File: config.mk
export PLATFORM = sky130hd
export DESIGN_NAME = boot_map_ctrl
export DESIGN_NICKNAME = d
export VERILOG_FILES = /design/src/rtl/boot_map_pkg.sv /design/src/rtl/strap_capture.sv /design/src/rtl/map_bit_reg.sv /design/src/rtl/fetch_router.sv /design/src/rtl/boot_map_ctrl.sv
export SDC_FILE = /design/constraint.sdc
export NUM_CORES = 1
export LEC_CHECK = 0
export BUFFER_PORTS_ARGS = -buffer_cell sky130_fd_sc_hd__buf_2
export CORE_MARGIN = 8
export CORE_UTILIZATION = 35
export DETAILED_ROUTE_END_ITERATION = 10
export PLACE_DENSITY_LB_ADDON = 0.25
export REMOVE_ABC_BUFFERS = 1
export SLEW_MARGIN = 20
export SYNTH_ARGS = -nofsm -noshare
export SYNTH_HDL_FRONTEND = slang
export SYNTH_SLANG_ARGS = --single-unit
export TNS_END_PERCENT = 5
File: constraint.sdc
create_clock -name clk -period 2.7 [get_ports clk]
set_clock_uncertainty 0.15 [all_clocks]
set_input_delay 0.54 -clock clk [delete_from_list [all_inputs] [get_ports clk]]
set_output_delay 0.54 -clock clk [all_outputs]
set_load 0.01 [all_outputs]
File: src/rtl/boot_map_pkg.sv
package boot_map_pkg;

  typedef struct packed {
    logic done;      // straps have been captured since reset
    logic secured;   // flash security at capture
    logic ext_mode;  // reset-latched mode bit
    logic wide;      // wide external addressing granted
  } strap_state_t;

  localparam int unsigned MAP_BIT_POS  = 0;
  localparam int unsigned MODE_BIT_POS = 1;

endpackage

File: src/rtl/strap_capture.sv
module strap_capture
  import boot_map_pkg::*;
(
  input  logic         clk,
  input  logic         rst_n,
  input  logic         boot_ext_i,
  input  logic         flash_secured_i,
  input  logic         emi_wide_i,
  output strap_state_t state_o,
  output logic         capture_o
);

  strap_state_t st_q, st_d;
  logic         cap_en;

  assign cap_en = ~st_q.done;

  always_comb begin
    st_d = st_q;
    if (cap_en) begin
      st_d.done     = 1'b1;
      st_d.secured  = flash_secured_i;
      st_d.ext_mode = boot_ext_i & ~flash_secured_i;
      st_d.wide     = boot_ext_i & ~flash_secured_i & emi_wide_i;
    end
  end

  always_ff @(posedge clk or negedge rst_n) begin
    if (!rst_n) begin
      st_q <= '0;
    end else if (cap_en) begin
      st_q <= st_d;
    end
  end

  assign state_o   = st_q;
  assign capture_o = cap_en;

endmodule

File: src/rtl/map_bit_reg.sv
module map_bit_reg (
  input  logic clk,
  input  logic rst_n,
  input  logic capture_i,
  input  logic strap_mode_i,
  input  logic mode_q_i,
  input  logic we_i,
  input  logic wbit_i,
  output logic map_o
);

  logic map_q, map_d, map_en;

  always_comb begin
    map_en = 1'b0;
    map_d  = map_q;
    if (capture_i) begin
      map_en = 1'b1;
      map_d  = strap_mode_i;
    end else if (we_i && mode_q_i) begin
      map_en = 1'b1;
      map_d  = wbit_i;
    end
  end

  always_ff @(posedge clk or negedge rst_n) begin
    if (!rst_n) begin
      map_q <= 1'b0;
    end else if (map_en) begin
      map_q <= map_d;
    end
  end

  assign map_o = map_q;

endmodule

File: src/rtl/fetch_router.sv
module fetch_router (
  input  logic valid_i,
  input  logic map_i,
  input  logic mode_i,
  output logic ext_o,
  output logic int_o
);

  logic go_ext;

  always_comb begin
    go_ext = map_i & mode_i;
    ext_o  = valid_i & go_ext;
    int_o  = valid_i & ~go_ext;
  end

endmodule

File: src/rtl/boot_map_ctrl.sv
module boot_map_ctrl
  import boot_map_pkg::*;
#(
  parameter int unsigned OMR_W          = 8,
  parameter int unsigned MA_POS         = MAP_BIT_POS,
  parameter int unsigned MB_POS         = MODE_BIT_POS,
  parameter int unsigned HI_LINES       = 4,
  parameter int unsigned AW             = 24,
  parameter logic [AW-1:0] VEC_INT        = 24'h000000,
  parameter logic [AW-1:0] VEC_EXT_NARROW = 24'h00FF00,
  parameter logic [AW-1:0] VEC_EXT_WIDE   = 24'h0F0000
) (
  input  logic                clk,
  input  logic                rst_n,
  input  logic                boot_ext_i,
  input  logic                flash_secured_i,
  input  logic                emi_wide_i,
  input  logic                reg_we_i,
  input  logic [OMR_W-1:0]    reg_wdata_i,
  output logic [OMR_W-1:0]    reg_rdata_o,
  input  logic                fetch_valid_i,
  output logic                fetch_ext_o,
  output logic                fetch_int_o,
  output logic                debug_en_o,
  output logic [HI_LINES-1:0] hi_addr_sel_o,
  output logic [AW-1:0]       reset_vec_o
);

  strap_state_t st;
  logic         capture;
  logic         map_bit;
  logic         strap_mode;

  assign strap_mode = boot_ext_i & ~flash_secured_i;

  strap_capture u_strap (
    .clk             (clk),
    .rst_n           (rst_n),
    .boot_ext_i      (boot_ext_i),
    .flash_secured_i (flash_secured_i),
    .emi_wide_i      (emi_wide_i),
    .state_o         (st),
    .capture_o       (capture)
  );

  map_bit_reg u_map (
    .clk          (clk),
    .rst_n        (rst_n),
    .capture_i    (capture),
    .strap_mode_i (strap_mode),
    .mode_q_i     (st.ext_mode),
    .we_i         (reg_we_i),
    .wbit_i       (reg_wdata_i[MA_POS]),
    .map_o        (map_bit)
  );

  fetch_router u_route (
    .valid_i (fetch_valid_i),
    .map_i   (map_bit),
    .mode_i  (st.ext_mode),
    .ext_o   (fetch_ext_o),
    .int_o   (fetch_int_o)
  );

  for (genvar b = 0; b < OMR_W; b++) begin : g_rd
    if (b == MA_POS) begin : g_ma
      assign reg_rdata_o[b] = map_bit;
    end else if (b == MB_POS) begin : g_mb
      assign reg_rdata_o[b] = st.ext_mode;
    end else begin : g_zero
      assign reg_rdata_o[b] = 1'b0;
    end
  end

  for (genvar p = 0; p < HI_LINES; p++) begin : g_hi
    assign hi_addr_sel_o[p] = st.wide;
  end

  assign debug_en_o = st.done & ~st.secured;

  always_comb begin
    if (!st.ext_mode)  reset_vec_o = VEC_INT;
    else if (st.wide)  reset_vec_o = VEC_EXT_WIDE;
    else               reset_vec_o = VEC_EXT_NARROW;
  end

endmodule

== Word level (Yosys, flattened, before mapping) ==
Cells that the tools add are included.

* Add/sub/neg operators: 0
* $mul: 0
* Div/mod/pow operators: 0
* $lt $le $gt $ge: 0
* Equal/unequal tests: 1
* Shifts and indexed selects: 0
* Muxes and demuxes: 6
* Bitwise logic cells: 9
* Reduce and logical (&&, ||, !) cells: 2

{| class="wikitable"
|+ Operators by type and width
! kind !! number
|-
| 20-bit 2-to-1 mux || 2
|-
| 1-bit AND || 6
|-
| 1-bit 2-to-1 mux || 4
|-
| 1-bit NOT || 3
|-
| 2-bit by 1-bit != test with 1-bit output, second input constant || 1
|-
| 2-bit AND reduction || 1
|-
| 1-bit logical AND || 1
|}

* Register bits: 5
* Bits in latches: 0
* RAM bits: 0
* ROM bits: 0
* Word-level logic and storage cells: 23
* Memories: 0

== Depth between registers and ports, before layout ==
* Depth in word-level cells: 4
* Mapped depth: 2

== Hierarchy ==
From an unflattened synthesis, not the netlist that was laid out.

* Cells, all modules: 57
* Area, all modules: 496.7 um2

{| class="wikitable"
|+ Modules (own cells, without submodules)
! module !! times used !! cells an instance !! area an instance (um2)
|-
| boot_map_ctrl || 1 || 37 || 272.8
|-
| strap_capture || 1 || 13 || 152.6
|-
| map_bit_reg || 1 || 5 || 53.8
|-
| fetch_router || 1 || 2 || 17.5
|}

== Worst setup path after synthesis ==
Ideal clock, no wire load.

* Kind: reg2out
* Start point: register u_strap.st_q, in the netlist u_strap.state_o[1]
* End point: output port reset_vec_o[10]
* Data arrival time: 1061 ps
* Path slack: 949 ps
* Cell stages (with the launch flop): 3
* Buffers on the path: 1
* Path through: dfrtp_1 nor2b_1 buf_4

* Word-level cells in the longest chain between the ends: 1

{| class="wikitable"
|+ Ends and longest elaborated chain
! item !! line !! source
|-
| start, declared || strap_capture.sv:13 || <nowiki>strap_state_t st_q, st_d;</nowiki>
|-
| start signal, assigned || strap_capture.sv:32 || <nowiki>st_q <= st_d;</nowiki>
|-
| 20-bit 2-to-1 mux || boot_map_ctrl.sv:82 || <nowiki>if (!st.ext_mode) reset_vec_o = VEC_INT;</nowiki>
|-
| end, declared || boot_map_ctrl.sv:26 || <nowiki>output logic [AW-1:0] reset_vec_o</nowiki>
|}

No other way between the ends.

== Worst setup path after layout ==
* Start point: register u_strap.st_q, in the netlist u_strap.state_o[1]
* End point: output port reset_vec_o[9]

Same word-level chain as after synthesis.

==> load_flow_metrics.sql <==
INSERT INTO impl_metrics (metric_group, metric, value, unit) VALUES
('timing', 'finalCriticalPeriod', '1.93', 'ns'),
('global_route', 'grt_util_all_layers', '5.34', '%'),
('yosys', 'syn_area', '485', 'um^2'),
('worst_setup_path', 'worst-setup-path-type', 'reg -> out', ''),
('detailed_routing', 'detail_route.vias_per_cell', '3.83', ''),
('detailed_routing', 'post-route-drc-count', '0', ''),
('finish', 'instances_no_fill', '86', ''),
('yosys', 'synth_largest_type_area_fraction', '52.6', '%'),
('timing', 'setup_total_negative_slack', '0', 'ns'),
('power', 'power-per-cell-area', '474', 'mW/mm^2'),
('die', 'core-area', '0.00130', 'mm^2'),
('timing', 'report.final.slew_viol_count', '0', ''),
('clock_network', 'cts_inserted_buffers', '3', ''),
('detailed_routing', 'wire_per_inst', '10.9', 'um'),
('detailed_routing', 'dr.first_iter.drc_count', '3', ''),
('run_status', 'status', 'finished, final reports clean', ''),
('finish', 'antenna_cells', '0', ''),
('yosys', 'yosysWarnings', '0', ''),
('finish', 'final_common_cell', 'sky130_fd_sc_hd__buf_2', ''),
('power', 'leakage_power_summed_over_all_cells', '0.320', 'nW'),
('timing', 'setup_viol', '0', ''),
('global_route', 'first_global_vias', '275', ''),
('clock_network', 'cts_tree', 'built', ''),
('clock_network', 'clock_sink_count', '5', ''),
('detailed_routing', 'num_vias', '329', ''),
('worst_setup_path', 'cp_slowest_stage_delay', '0.44', 'ns'),
('worst_setup_path', 'cp_top_family', 'flip-flops', ''),
('yosys', 'postSynthCellCount', '55', ''),
('worst_setup_path', 'critical_path.max_fanout', '8', ''),
('worst_setup_path', 'worst-path-buf-inv', '1', ''),
('timing', 'fin_crit_sh', '71.5', '%'),
('die', 'die-width', '53.2', 'um'),
('clock_network', 'clock_tree_root', 'sky130_fd_sc_hd__clkbuf_4', ''),
('placed_design', 'pre_cts_ws', '1.00', 'ns'),
('die', 'num_io_pins', '54', ''),
('yosys', 'ys_seq_elements', '5', ''),
('finish', 'fin_area', '489', 'um^2'),
('die', 'rows', '13', ''),
('worst_setup_path', 'critical_path_arrival', '1.24', 'ns'),
('yosys', 'synth.distinct_cells', '15', ''),
('die', 'initial_utilization', '37.3', '%'),
('worst_setup_path', 'worst_ep_required_time', '2.01', 'ns'),
('clock_network', 'clockBufferDepth', '2', ''),
('global_route', 'grt_pass1_wl', '1.13', 'mm'),
('finish', 'final.fill_count', '145', ''),
('finish', 'area_growth', '0.773', '%'),
('placed_design', 'place.detailed.instances', '81', ''),
('timing', 'final.setup.worst_slack', '0.768', 'ns'),
('placed_design', 'gp_routability_congestion', '0.691', ''),
('placed_design', 'post_dp_cell_area', '453', 'um^2'),
('die', 'die-area', '0.00284', 'mm^2'),
('finish', 'design.final.nets', '87', ''),
('power', 'ir_drop', '292', 'uV'),
('worst_setup_path', 'timing.critical_path.to_type', 'output pin', ''),
('global_route', 'antenna_found_initial', '0', ''),
('yosys', 'synth.avg_cell_area', '8.83', 'um^2'),
('clock_network', 'clock_insertion_delay_worst_skew', '0.24', 'ns'),
('detailed_routing', 'detail-route-antenna-nets', '0', ''),
('clock_network', 'max_h_tree_level', '1', ''),
('global_route', 'pin_count_of_the_biggest_net_entering_global_routing', '9', ''),
('detailed_routing', 'postRouteWirelength', '938', 'um'),
('timing', 'final-hold-violation-count', '0', ''),
('detailed_routing', 'first_pass_iters', '2', ''),
('finish', 'drive_gt1_share', '45.1', '%'),
('power', 'design_power_total', '0.000232', 'W'),
('yosys', 'synth.top_cells.by_area', 'sky130_fd_sc_hd__buf_4 (53%), sky130_fd_sc_hd__dfrtp_1 (26%), sky130_fd_sc_hd__nor2b_1 (2.6%)', ''),
('timing', 'maxClockFrequency', '518', 'MHz'),
('placed_design', 'port-buffer-count', '28', ''),
('worst_setup_path', 'setup.worst_path.start_class', 'flip-flop', ''),
('finish', 'final_cell_mix', 'sky130_fd_sc_hd__buf_2 (28), sky130_fd_sc_hd__conb_1 (19), sky130_fd_sc_hd__dfrtp_1 (5)', ''),
('min_path', 'hp-class', 'reg -> reg', ''),
('yosys', 'yosysTopAreaCell', 'sky130_fd_sc_hd__buf_4', ''),
('clock_network', 'cts.clk_slew.worst_paths', '0.04', 'ns'),
('global_route', 'grt-ovfl-total', '0', ''),
('worst_setup_path', 'worst_path_max_delay_cell', 'sky130_fd_sc_hd__dfrtp_1', ''),
('worst_setup_path', 'path_cells', 'nor2b_1 -> buf_2', ''),
('die', 'die-height', '53.2', 'um'),
('yosys', 'synth.yosys.seq_area_share', '25.8', '%'),
('job', 'maxCapViolCount', '0', ''),
('timing', 'setup_repair_after_global_routing_missed_its_margin', 'no', '');
final cells by class:
type | instances | area [um^2] | area share (%)
well taps | 15 | 18.8 | 3.84
flip-flops and latches | 5 | 125 | 25.6
clock buffers | 4 | 26.3 | 5.37
repair buffers | 29 | 150 | 30.7
multi-input cells | 33 | 169 | 34.5
timing repair:
item                      in CTS  in global routing
resized for setup              0                  0
hold buffers                   1                  0
setup buffers                  0                  0
hold endpoints to repair       5                  0
path summary, 6_finish.rpt:
| kind | slack [ns] | to | depth (start not counted) | start |
|---|---|---|---|---|
| setup reg to reg | 1.47 | u_map.map_o | 2 | u_strap.state_o[1] |
| hold / removal | 0.35 | u_strap.state_o[2] | 1 | u_strap.state_o[2] |
| max in group asynchronous | 1.77 | u_strap.state_o[2] | 2 | rst_n |
| hold reg to reg | 0.35 | u_strap.state_o[2] | 1 | u_strap.state_o[2] |
| setup / recovery | 0.77 | reset_vec_o[9] | 2 | u_strap.state_o[1] |
| min in group asynchronous | 0.50 | u_map.map_o | 2 | rst_n |
per-stage QoR:
stage          hold WS, ns  utilization, %
2_1_floorplan       0.0944               -
5_1_grt              0.387            37.6
4_1_cts              0.359            37.6
6_report             0.355            37.6
3_3_place_gp         0.210            34.8
3_5_place_dp         0.208            34.8
power by group:
group	total [W]	switching, W	internal (W)
Sequential	0.0000878	0.00000675	0.0000810
Combinational	0.0000607	0.0000372	0.0000235
Clock	0.0000836	0.0000279	0.0000557
registers in the layout, summed over array words and instances (netlist names):
signal / flops
u_strap.state_o: 4
u_map.map_o: 1
layer usage:
metal	routed length (um)	global-route usage, %
met5	0	0
met4	0	0
met3	298	5.04
met2	382	9.57
met1	257	4.48
worst register-to-register path: cells and delay by family, from the launching register on:
family	cells	cell delay (ns)
compound gates	1	0.30
flops	1	0.44
simple gates	1	0.22
logic make-up after synthesis:
kind of cell	count (synthesis)	synth area share, %
other cells	2	1.55
flops	5	25.8
compound gates	4	6.19
buf+inv	34	52.6
mux	1	2.32
simple gates	9	11.6
synth_stat cells, drive strengths merged:
library cell / count
nor2b: 2
buf: 34
a21o: 1
nand2: 2
and4: 1
and3: 1
dfrtp: 5
a311o: 1
nand3b: 1
o21ai: 1
mux2: 1
and2: 1
nor3b: 1
a21boi: 1
conb: 2
No activity file was read; power rests on OpenSTA's default activity.
